<file path="config.mk">
export PLATFORM = sky130hd
export DESIGN_NAME = uart_flowctl_inject
export DESIGN_NICKNAME = d
export VERILOG_FILES = /design/src/rtl/uart_fc_pkg.sv /design/src/rtl/uart_fc_monitor.sv /design/src/rtl/uart_fc_sequencer.sv /design/src/rtl/uart_fc_txmux.sv /design/src/rtl/uart_flowctl_inject.sv
export SDC_FILE = /design/constraint.sdc
export NUM_CORES = 1
export LEC_CHECK = 0
export BUFFER_PORTS_ARGS = -buffer_cell sky130_fd_sc_hd__buf_2
export CORE_MARGIN = 2
export CORE_UTILIZATION = 42
export CTS_CLUSTER_SIZE = 25
export DETAILED_ROUTE_END_ITERATION = 8
export PLACE_DENSITY = 0.84
export SKIP_CTS_REPAIR_TIMING = 1
export SLEW_MARGIN = 20
export SYNTH_ARGS = -nofsm -noshare
export SYNTH_HDL_FRONTEND = slang
export SYNTH_SLANG_ARGS = --single-unit
</file>
<file path="constraint.sdc">
create_clock -name clk -period 1.6 [get_ports clk]
set_clock_uncertainty 0.05 [all_clocks]
set_input_delay 0.16 -clock clk [delete_from_list [all_inputs] [get_ports clk]]
set_output_delay 0.16 -clock clk [all_outputs]
set_load 0.005 [all_outputs]
</file>
<file path="src/rtl/uart_fc_pkg.sv">
package uart_fc_pkg;
  typedef enum logic [1:0] {
    SQ_IDLE   = 2'd0,
    SQ_FIRST  = 2'd1,
    SQ_SECOND = 2'd2
  } seq_t;

  typedef enum logic {
    FK_XOFF = 1'b0,
    FK_XON  = 1'b1
  } kind_t;

  localparam int MIN_WORD_BITS = 5;
endpackage

</file>
<file path="src/rtl/uart_fc_monitor.sv">
module uart_fc_monitor #(
  parameter int LVL_W  = 7,
  parameter int TRIG_W = 4
) (
  input  logic              sw_fc_en,
  input  logic [LVL_W-1:0]  rx_level,
  input  logic [TRIG_W-1:0] trig_hi,
  input  logic [TRIG_W-1:0] trig_lo,
  input  logic              xoff_active,
  output logic              need_xoff,
  output logic              need_xon
);
  logic [LVL_W-1:0] hi_ext, lo_ext;

  always_comb begin
    hi_ext    = LVL_W'(trig_hi);
    lo_ext    = LVL_W'(trig_lo);
    need_xoff = sw_fc_en && !xoff_active && (rx_level > hi_ext);
    need_xon  = xoff_active && (!sw_fc_en || (rx_level <= lo_ext));
  end
endmodule

</file>
<file path="src/rtl/uart_fc_sequencer.sv">
module uart_fc_sequencer
  import uart_fc_pkg::*;
#(
  parameter int CHAR_W = 8
) (
  input  logic              clk,
  input  logic              rst,
  input  logic              need_xoff,
  input  logic              need_xon,
  input  logic              fc_take,
  input  logic [CHAR_W-1:0] xoff_c1,
  input  logic [CHAR_W-1:0] xoff_c2,
  input  logic [CHAR_W-1:0] xon_c1,
  input  logic [CHAR_W-1:0] xon_c2,
  output logic              fc_pending,
  output logic [CHAR_W-1:0] fc_char,
  output logic              xoff_active
);
  seq_t  state;
  kind_t kind;

  always_ff @(posedge clk) begin
    if (rst) begin
      state       <= SQ_IDLE;
      kind        <= FK_XOFF;
      xoff_active <= 1'b0;
    end else begin
      unique case (state)
        SQ_IDLE: begin
          if (need_xoff) begin
            state <= SQ_FIRST;
            kind  <= FK_XOFF;
          end else if (need_xon) begin
            state <= SQ_FIRST;
            kind  <= FK_XON;
          end
        end
        SQ_FIRST: if (fc_take) state <= SQ_SECOND;
        SQ_SECOND: begin
          if (fc_take) begin
            state       <= SQ_IDLE;
            xoff_active <= (kind == FK_XOFF);
          end
        end
        default: state <= SQ_IDLE;
      endcase
    end
  end

  always_comb begin
    fc_pending = (state != SQ_IDLE);
    unique case ({kind, state == SQ_SECOND})
      2'b00:   fc_char = xoff_c1;
      2'b01:   fc_char = xoff_c2;
      2'b10:   fc_char = xon_c1;
      default: fc_char = xon_c2;
    endcase
  end

  AST_NO_REPEAT_XOFF: assert property (@(posedge clk) disable iff (rst)
    (state == SQ_FIRST && kind == FK_XOFF) |-> !xoff_active);
  AST_NO_SPURIOUS_XON: assert property (@(posedge clk) disable iff (rst)
    (state == SQ_FIRST && kind == FK_XON) |-> xoff_active);
  AST_FLAG_AT_SEQ_END: assert property (@(posedge clk) disable iff (rst)
    !$stable(xoff_active) |-> ($past(state) == SQ_SECOND && $past(fc_take)));
endmodule

</file>
<file path="src/rtl/uart_fc_txmux.sv">
module uart_fc_txmux
  import uart_fc_pkg::*;
#(
  parameter int CHAR_W = 8
) (
  input  logic              clk,
  input  logic              rst,
  input  logic              tx_slot,
  input  logic [1:0]        word_len,
  input  logic              fc_pending,
  input  logic [CHAR_W-1:0] fc_char,
  input  logic              fifo_valid,
  input  logic [CHAR_W-1:0] fifo_data,
  output logic              fc_take,
  output logic              ld_valid,
  output logic [CHAR_W-1:0] ld_data,
  output logic              ld_flow,
  output logic              fifo_pop
);
  logic [CHAR_W-1:0] width_mask;
  int                keep_bits;

  always_comb begin
    keep_bits = MIN_WORD_BITS + int'(word_len);
    for (int i = 0; i < CHAR_W; i++) width_mask[i] = (i < keep_bits);
    fc_take = tx_slot && fc_pending;
  end

  always_ff @(posedge clk) begin
    if (rst) begin
      ld_valid <= 1'b0;
      ld_flow  <= 1'b0;
      fifo_pop <= 1'b0;
      ld_data  <= '0;
    end else begin
      ld_valid <= 1'b0;
      ld_flow  <= 1'b0;
      fifo_pop <= 1'b0;
      if (tx_slot) begin
        if (fc_pending) begin
          ld_valid <= 1'b1;
          ld_flow  <= 1'b1;
          ld_data  <= fc_char & width_mask;
        end else if (fifo_valid) begin
          ld_valid <= 1'b1;
          fifo_pop <= 1'b1;
          ld_data  <= fifo_data;
        end
      end
    end
  end

  AST_LOAD_AFTER_SLOT: assert property (@(posedge clk) disable iff (rst)
    ld_valid |-> $past(tx_slot));
  AST_FLOW_BLOCKS_POP: assert property (@(posedge clk) disable iff (rst)
    ld_flow |-> (ld_valid && !fifo_pop));
  AST_FLOW_WINS_SLOT: assert property (@(posedge clk) disable iff (rst)
    (tx_slot && fc_pending) |=> (ld_valid && ld_flow));
  AST_FIVE_BIT_TRUNC: assert property (@(posedge clk) disable iff (rst)
    (ld_flow && $past(word_len) == 2'd0) |-> (ld_data[CHAR_W-1:MIN_WORD_BITS] == '0));
endmodule

</file>
<file path="src/rtl/uart_flowctl_inject.sv">
module uart_flowctl_inject #(
  parameter int LVL_W  = 7,
  parameter int TRIG_W = 4,
  parameter int CHAR_W = 8
) (
  input  logic              clk,
  input  logic              rst,
  input  logic              sw_fc_en,
  input  logic [LVL_W-1:0]  rx_level,
  input  logic [TRIG_W-1:0] trig_hi,
  input  logic [TRIG_W-1:0] trig_lo,
  input  logic [CHAR_W-1:0] xoff_c1,
  input  logic [CHAR_W-1:0] xoff_c2,
  input  logic [CHAR_W-1:0] xon_c1,
  input  logic [CHAR_W-1:0] xon_c2,
  input  logic [1:0]        word_len,
  input  logic              tx_slot,
  input  logic              fifo_valid,
  input  logic [CHAR_W-1:0] fifo_data,
  output logic              ld_valid,
  output logic [CHAR_W-1:0] ld_data,
  output logic              ld_flow,
  output logic              fifo_pop,
  output logic              xoff_active
);
  logic              need_xoff, need_xon, fc_take, fc_pending;
  logic [CHAR_W-1:0] fc_char;

  uart_fc_monitor #(.LVL_W(LVL_W), .TRIG_W(TRIG_W)) u_mon (
    .sw_fc_en(sw_fc_en), .rx_level(rx_level), .trig_hi(trig_hi),
    .trig_lo(trig_lo), .xoff_active(xoff_active),
    .need_xoff(need_xoff), .need_xon(need_xon)
  );

  uart_fc_sequencer #(.CHAR_W(CHAR_W)) u_seq (
    .clk(clk), .rst(rst), .need_xoff(need_xoff), .need_xon(need_xon),
    .fc_take(fc_take), .xoff_c1(xoff_c1), .xoff_c2(xoff_c2),
    .xon_c1(xon_c1), .xon_c2(xon_c2), .fc_pending(fc_pending),
    .fc_char(fc_char), .xoff_active(xoff_active)
  );

  uart_fc_txmux #(.CHAR_W(CHAR_W)) u_mux (
    .clk(clk), .rst(rst), .tx_slot(tx_slot), .word_len(word_len),
    .fc_pending(fc_pending), .fc_char(fc_char), .fifo_valid(fifo_valid),
    .fifo_data(fifo_data), .fc_take(fc_take), .ld_valid(ld_valid),
    .ld_data(ld_data), .ld_flow(ld_flow), .fifo_pop(fifo_pop)
  );

  AST_RESET_QUIET: assert property (@(posedge clk)
    $past(rst) |-> (!ld_valid && !fifo_pop && !xoff_active));
endmodule

</file>
Word level (Yosys, flattened, before mapping)
Index checks and enable logic that the tools add are counted.
{ "totals": {"in_bits": 62, "romBits": 0, "register_bits": 15, "output_inout_bits": 12, "wordCells": 59, "n_memories": 0, "ramBits": 0, "latch_bits": 0} }
{ "op_classes": {"magnitude_cmp": 10, "reduce_logical": 18, "multipliers": 0, "eq_ne": 7, "muxes": 13, "n_shift": 0, "n_div": 0, "bitwise": 3, "n_addsub": 1} }
{ "ops": {"columns": ["cell", "count"], "rows": [
  ["4-bit by 32-bit < comparator with 1-bit output (first input constant)", 4],
  ["3-bit by 32-bit < comparator with 1-bit output (first input constant)", 2],
  ["1-bit by 32-bit < comparator with 1-bit output (first input constant)", 1],
  ["2-bit by 32-bit < comparator with 1-bit output (first input constant)", 1],
  ["8-bit one-hot mux with 3 select lines", 1],
  ["8-bit two-way mux", 2],
  ["8-bit bitwise AND", 1],
  ["2-bit two-way mux", 4],
  ["7-bit by 4-bit greater-than comparator with 1-bit output", 1],
  ["7-bit by 4-bit less-or-equal comparator with 1-bit output", 1],
  ["2-bit one-hot mux with 3 select lines", 1],
  ["2-bit AND reduction", 3],
  ["2-bit nonzero test", 3],
  ["1-bit two-way mux", 5],
  ["3-bit by 2-bit adder with 4-bit output (first input constant)", 1],
  ["2-bit by 1-bit == test with 1-bit output (second input constant)", 2],
  ["2-bit == test (second input constant)", 2],
  ["1-bit logical AND", 4],
  ["2-bit logical NOT", 2],
  ["2-bit != test (second input constant)", 2],
  ["3-bit != test (second input constant)", 1],
  ["3-bit AND reduction", 1],
  ["3-bit OR reduction", 1],
  ["1-bit logical NOT", 2],
  ["3 further kinds", 4]
]} }

Logic depth before layout (Yosys ltp)
Gate-level depths: netlist (run 1).
{ "logic_depth": {"word_depth": 6, "ltp_mapped": 7, "mapped_depth_nobuf": 6} }

Hierarchy
Synthesis (run 1) repeated with hierarchy kept, for this count alone.
{ "hier_totals": {"hier_cells": 108, "area_unflattened_um2": 1087.3} }
{ "modules_own_cells": {"columns": ["module", "cells_per_inst", "area_each_um2", "seq_area_each_um2", "n_inst"], "rows": [
  ["uart_fc_txmux", 49, 479.2, 220.2, 1],
  ["uart_fc_sequencer", 28, 381.6, 80.1, 1],
  ["uart_fc_monitor", 31, 226.5, 0.0, 1]
]} }

Worst setup path after synthesis (run 1)
OpenSTA, ideal clock, no wires.
{ "synth_timing": {"path_type": "reg-to-reg", "start": "register u_seq.state[0]", "end": "register u_mux.ld_data[2]", "path_buffers": 2, "synth_period_minus_slack_ps": 1495, "setup_ps": 88, "stages_incl_launch_ff": 7, "required_time_ps": 1462, "setup_slack_ps": 105, "arrival_ps": 1357, "cell_sequence": "dfxtp_1 buf_6 nand2b_2 buf_6 mux2i_1 a221o_1 a311oi_2"} }
{ "synth_between": {"elab_chain_cells": 5, "word_cells_on_any_way": 10, "classes_between": "3 x eq/ne; 2 x mux; 1 x bitwise; 4 x reduce/logical"} }
{ "synth_rtl": {"columns": ["element", "line_no", "text"], "rows": [
  ["start, declared", "uart_fc_sequencer.sv:19", "seq_t state;"],
  ["start signal, assigned", "uart_fc_sequencer.sv:24", "state <= SQ_IDLE;"],
  ["start signal, assigned", "uart_fc_sequencer.sv:31", "state <= SQ_FIRST;"],
  ["start signal, assigned", "uart_fc_sequencer.sv:34", "state <= SQ_FIRST;"],
  ["2-bit == test", "uart_fc_sequencer.sv:52", "unique case ({kind, state == SQ_SECOND})"],
  ["2-bit == test (tied with other cells)", "uart_fc_sequencer.sv:52", null],
  ["8-bit one-hot mux with 3 select lines", "uart_fc_sequencer.sv:52", null],
  ["8-bit bitwise AND", "uart_fc_txmux.sv:43", "ld_data <= fc_char & width_mask;"],
  ["8-bit two-way mux", "uart_fc_txmux.sv:40", "if (fc_pending) begin"],
  ["end signal, assigned", "uart_fc_txmux.sv:43", null],
  ["end signal, assigned", "uart_fc_txmux.sv:47", "ld_data <= fifo_data;"],
  ["end, declared", "uart_fc_txmux.sv:16", "output logic [CHAR_W-1:0] ld_data,"]
]} }
Parallel ways exist; a longest one is shown, timed or not.
A chain may end at the register's enable or synchronous reset.

Worst setup path after layout (run 1)
{ "layout_timing": {"start": "register u_seq.state[1]", "end": "register u_mux.ld_data[2]"} }
Same word-level chain as after synthesis.

==> summary.txt, run 1 <==
Timing
  • Final critical-path share of the clock period: 0.923
  • Post-layout minimum cycle time: 1480 ps
  • Setup-failing EPs final: 0
  • Final WS setup: 123 ps
  • Slew headroom: 0.738
  • Max-slew violations: 0
  • RSZ-0062 raised after global routing: false
  • Fmax: 0.677 GHz
  • Least-Margin Pin Slew: 389 ps
  • Final hold vios: 0

Pwr
  • Worst vdd ir: 0.000504 V
  • PD cells: 615 nW/um^2
  • Leakage power: 0.812 nW

Synthesis
  • #FFs+latches synth: 15
  • Largest area contributor in the netlist: dfxtp_1
  • Syn Nets: 196
  • Cell Area, Synth: 1140 um^2
  • Sequential element share of the synthesized area: 0.263
  • Cells after synthesis: 126
  • EDFF count, synth: 0
  • Asr flop ratio synth: 0
  • Syn_area_per_cell: 9.08 um^2
  • Most used DFF post-synth: dfxtp_1
  • Synth top area cells: dfxtp_1 26%, ha_1 8.8%, a311oi_2 7.9%
  • Synth top area share: 0.263
  • Yosys cell types: 39
  • Yosys warning total: 0

Setup path
  • CP Launch Point: u_seq.state[1]
  • Cell Chain, Critical Path: nand2b_2 -> mux2i_1 -> a221o_1 -> a311oi_2
  • Crit path buf inv count: 0
  • Cell count of the worst reg-to-reg path: 4
  • R2r endpoint: u_mux.ld_data[2]
  • WS Path Type: register to register
  • Worst reg-to-reg setup slack: 120 ps
  • Critical Path Fanout Max: 7
  • Worst path depth: 4
  • Crit-path slowest cell: dfxtp_1
  • WP data arrival: 1620 ps
  • Critical Path RT: 1740 ps
  • CP endpoint: u_mux.ld_data[2]
  • Dominant delay contributor by cell family on the critical path: compound AO/OA/AOI/OAI gates
  • Worst setup EP type: register
  • Critical Path Source Type: register
  • R2r startpoint: u_seq.state[1]
  • Worst path max stage delay: 440 ps

Drt
  • DR vias/cell: 5.19
  • DRC Markers: 0
  • Final wirelength: 2.84 mm
  • Total iterations of the first detailed-routing run: 4
  • Iter 0 DRT Violations: 22
  • Via count: 1210
  • DR WL/cell: 12.2 um
  • Final antenna-violating net count: 0

Placed design
  • Placed Cells: 229
  • Setup WS pre-CTS: -37.7 ps
  • Routability congestion estimate: 0.777
  • Post-DP HPWL: 2.44 mm
  • Number of buffers added on ports: 73
  • Placed inst area: 1540 um^2

CTS
  • H-Tree Level Count: 1
  • Deepest clock path buffer count: 2
  • CTS Root Cell: clkbuf_4
  • CTS buffer count: 3
  • Clk slew on worst S/H paths: 90 ps
  • Later-pin clock latency in the skew report: 270 ps
  • CTS Sinks: 15
  • CTS tree: built

Die
  • Cell row count: 18
  • Total core area: 2520 um^2
  • I/O pins: 74
  • Die X: 56.2 um
  • Die Y-Extent: 56.2 um
  • Starting Density: 0.453
  • DIE AREA: 3160 um^2

Global routing
  • Congestion Overflow GR: 0
  • First-pass GRT wire length: 4.74 mm
  • Vias in the first global route: 1158
  • Largest net degree at the start of global routing: 15
  • GRT Total Usage: 0.185
  • Initial antenna violation count: 0

Final layout
  • Nets: 274
  • Final instance area: 1570 um^2
  • Share of cells above drive strength 1: 0.478
  • Commonest non-fill, non-tap cell in the layout: buf_2
  • Most frequent cells in the layout: 73 x buf_2, 15 x dfxtp_1, 14 x nand2_1, 11 x nor2_1, 9 x inv_1
  • Ant diodes: 0
  • Layout Cells excl Fill: 233
  • Area grow syn2layout: 37.3%

Run status
  • Status: finished clean

Hold path
  • Worst min-delay path class: input pin to register

Flow run
  • Max cap viols: 0
==> cell usage after synthesis, types with 2 or more instances <==
| cell | n |
|---|---|
| a211oi_1 | 3 |
| a21oi_1 | 3 |
| a221o_1 | 3 |
| a311oi_2 | 6 |
| a32oi_1 | 2 |
| buf_2 | 2 |
| buf_6 | 4 |
| clkbuf_1 | 2 |
| dfxtp_1 | 15 |
| ha_1 | 8 |
| inv_1 | 9 |
| mux2i_1 | 3 |
| mux4_2 | 4 |
| nand2_1 | 14 |
| nand2b_1 | 2 |
| nand4_1 | 2 |
| nor2_1 | 11 |
| nor2b_1 | 4 |
| o211ai_1 | 2 |
| o21a_1 | 2 |
| o21ai_0 | 7 |
==> metal layers <==
| layer | up-vias | GRT usage | routed length [um] |
|---|---|---|---|
| li1 | 624 | - | - |
| met1 | 540 | 0.221 | 1270 |
| met3 | 4 | 0.0349 | 188 |
| met5 | - | 0 | 0 |
| met2 | 42 | 0.328 | 1350 |
| met4 | 0 | 0.0646 | 35 |
==> flip-flops by register name, indices dropped and copies added (netlist names) <==
signal             flops
u_seq.xoff_active      1
u_seq.state            2
u_mux.ld_flow          1
u_seq.kind             1
u_mux.fifo_pop         1
u_mux.ld_valid         1
u_mux.ld_data          8
==> how the worst min path moves through the flow <==
stage | start | end | slack (ps) | depth (start not counted)
final | fifo_data[7] | u_mux.ld_data[7] | 100 | 3
after global routing | fifo_data[7] | u_mux.ld_data[7] | 100 | 3
after CTS | fifo_data[7] | u_mux.ld_data[7] | 100 | 3
after detailed placement | fifo_valid | u_mux.fifo_pop | 400 | 2
after global placement | fifo_valid | u_mux.fifo_pop | 390 | 2
after floorplan | tx_slot | u_seq.xoff_active | 230 | 1
==> final cells by class <==
type                       count  area, um^2
clock buffer                   4        26.3
fill                         235         952
inverter                      10        37.5
multi-input combinational     93         743
sequential                    15         300
tap                           30        37.5
timing repair buffer          81         425
==> kinds of logic after synthesis <==
family,after synthesis,synth area share
compound gates,37,0.279
mux,7,0.105
fa+ha+maj,8,0.0875
simple gates,41,0.178
flops,15,0.263
buf+inv,18,0.0875
==> per-stage QoR <==
| step | hold WS [ps] | utilization | power [mW] | setup TNS, ps |
|---|---|---|---|---|
| after detailed placement | 395 | 0.612 | 0.761 | -37.7 |
| after floorplan | 226 | - | 0.624 | 0 |
| after global routing | 103 | 0.623 | 1.03 | 0 |
| after global placement | 390 | 0.612 | 0.753 | 0 |
| final | 104 | 0.623 | 0.966 | 0 |
| after CTS | 100 | 0.623 | 0.975 | 0 |
==> worst reg2reg max path, delay by kind of cell, from the launching register on <==
kind	cells	cell delay (ps)
compound gates	2	610
flops	1	440
simple gates	1	150
mux	1	150
==> power by group <==
| group | total (mW) | internal, mW | switching, mW | leakage (nW) |
|---|---|---|---|---|
| registers | 0.418 | 0.403 | 0.0153 | 0.123 |
| clock network | 0.214 | 0.0965 | 0.117 | 0.0150 |
| logic | 0.335 | 0.179 | 0.155 | 0.674 |
| total | 0.966 | 0.678 | 0.288 | 0.812 |
(Power assumes the default switching activity.)
==> run 2: changes to the inputs <==
--- a/config.mk
+++ b/config.mk
@@ -5,12 +5,12 @@
 export SDC_FILE = /design/constraint.sdc
 export NUM_CORES = 1
 export LEC_CHECK = 0
-export BUFFER_PORTS_ARGS = -buffer_cell sky130_fd_sc_hd__buf_2
 export CORE_MARGIN = 2
-export CORE_UTILIZATION = 42
+export CORE_UTILIZATION = 50
 export CTS_CLUSTER_SIZE = 25
 export DETAILED_ROUTE_END_ITERATION = 8
-export PLACE_DENSITY = 0.84
+export DONT_BUFFER_PORTS = 1
+export PLACE_DENSITY = 0.69
 export SKIP_CTS_REPAIR_TIMING = 1
 export SLEW_MARGIN = 20
 export SYNTH_ARGS = -nofsm -noshare
==> run 2 against run 1 <==
Final area down 21%. Critical path depth is the same. Critical path type unchanged. Critical endpoint unchanged. Worst hold slack lost 100 ps. Via count shrank 17%. Die area decreased by 15%. Largest cell class unchanged.
==> summary.txt, run 2 (synthesis gave the netlist of run 1 again) <==
Final layout
  • Ant diodes: 0
  • Multi-input logic area: 743 um^2
  • Max FFs per register: 8
  • Reg with most FFs: u_mux.ld_data
  • Commonest non-fill, non-tap cell in the layout: dfxtp_1
  • Most frequent cells in the layout: 15 x dfxtp_1, 14 x nand2_1, 11 x nor2_1, 9 x inv_1, 8 x ha_1
  • Share of cells above drive strength 1: 0.165
  • Largest regs: u_mux.ld_data x8, u_seq.state x2
  • Fillers: 195
  • FF/Latch Area: 300 um^2
  • Final instance area: 1240 um^2
  • Area grow syn2layout: 8.53%
  • Nets: 204

Flow run
  • Max cap viols: 0

Drt
  • DR WL/cell: 17.8 um
  • Total iterations of the first detailed-routing run: 4
  • Final antenna-violating net count: 0
  • Iter 0 DRT Violations: 16
  • DR vias/cell: 6.26
  • Via count: 1008
  • Final wirelength: 2.87 mm
  • DRC Markers: 0

Pwr
  • Leakage power: 0.525 nW
  • PD cells: 714 nW/um^2
  • Worst vdd ir: 0.000504 V

Timing
  • Fmax: 0.669 GHz
  • Least-Margin Pin Slew: 581 ps
  • Final hold vios: 0
  • RSZ-0062 raised after global routing: false
  • Final critical-path share of the clock period: 0.934
  • Final WS setup: 105 ps
  • Max-slew violations: 0
  • Post-layout minimum cycle time: 1490 ps
  • Worst hold slack: 0.742 ps
  • Setup-failing EPs final: 0
  • Setup tns final: 0 ps
  • Slew headroom: 0.611

Setup path
  • Critical Path RT: 1760 ps
  • Critical Path Source Type: register
  • Critical Path Fanout Max: 7
  • WP data arrival: 1650 ps
  • Worst setup EP type: register
  • Cell count of the worst reg-to-reg path: 4
  • WS Path Type: register to register
  • Worst reg-to-reg setup slack: 110 ps

CTS
  • Clk slew on worst S/H paths: 90 ps
  • H-Tree Level Count: 1
  • CTS tree: built
  • CTS buffer count: 3
  • Deepest clock path buffer count: 2
  • Later-pin clock latency in the skew report: 290 ps
  • CTS Root Cell: clkbuf_4
  • CTS Sinks: 15

Die
  • DIE AREA: 2690 um^2
  • Total core area: 2190 um^2
  • Die Y-Extent: 51.8 um
  • I/O pins: 74
  • Die X: 51.8 um
  • Starting Density: 0.522
  • Cell row count: 17

Hold path
  • WHS Path Cells: 2
  • Worst min-delay path class: input pin to register

Global routing
  • Congestion Overflow GR: 0
  • First-pass GRT wire length: 4.51 mm
  • Initial antenna violation count: 0
  • Largest net degree at the start of global routing: 15
  • GRT Total Usage: 0.225
  • Vias in the first global route: 1019

Placed design
  • Routability congestion estimate: 0.835
  • Setup WS pre-CTS: -11.7 ps
  • Number of buffers added on ports: 0
  • Post-DP HPWL: 2.35 mm
  • Placed inst area: 1150 um^2

Run status
  • Status: finished clean
-- run 2: cell count changes in the layout (fill, tap and decap cells not counted), sizes merged --
| cell | previous run | this run |
|---|---|---|
| buf | 81 | 5 |
| clkbuf | 4 | 3 |
| clkinv | 0 | 1 |
| dlygate4sd3 | 0 | 6 |
-- run 2: area by class of cell --
cell class              count  share of cell area
repair buffers             11              0.0786
flip-flops and latches     15               0.242
multi-input cells          93               0.599
well taps                  28              0.0282
clock buffers               3              0.0181
inverters                  10              0.0302
clock inverters             1             0.00403
-- run 2: report_power, final --
part | leakage (nW) | internal (mW) | switching, mW
Sequential | 0.123 | 0.403 | 0.0243
Clock | 0.0177 | 0.0930 | 0.128
Combinational | 0.384 | 0.117 | 0.120
-- run 2: through the flow --
stage,utilization,power (mW),std cells
floorplan,-,0.624,126
global placement,0.527,0.643,151
detailed placement,0.527,0.657,151
CTS,0.539,0.871,155
global route,0.567,0.942,161
finish,0.567,0.886,161
-- run 2: layer usage --
metal | global-route usage | vias up | routed length [um]
met2 | 0.397 | 40 | 1480
met1 | 0.238 | 475 | 1080
met3 | 0.0920 | 10 | 217
li1 | - | 483 | -
met4 | 0.0789 | 0 | 91
met5 | 0 | - | 0
-- run 2: critical path, stage by stage, from the launching register on --
cell and delay (ps):
dfxtp_1 370, nand2b_2 260, mux2i_1 150, a221o_1 360, a311oi_2 230
-- run 2: worst paths after layout --
| kind | from | endpoint |
|---|---|---|
| min | rst | u_mux.ld_data[6] |
| min reg2reg | u_mux.ld_data[7] | u_mux.ld_data[7] |
| max reg2reg | u_seq.state[0] | u_mux.ld_data[2] |
| max | u_seq.state[0] | u_mux.ld_data[2] |
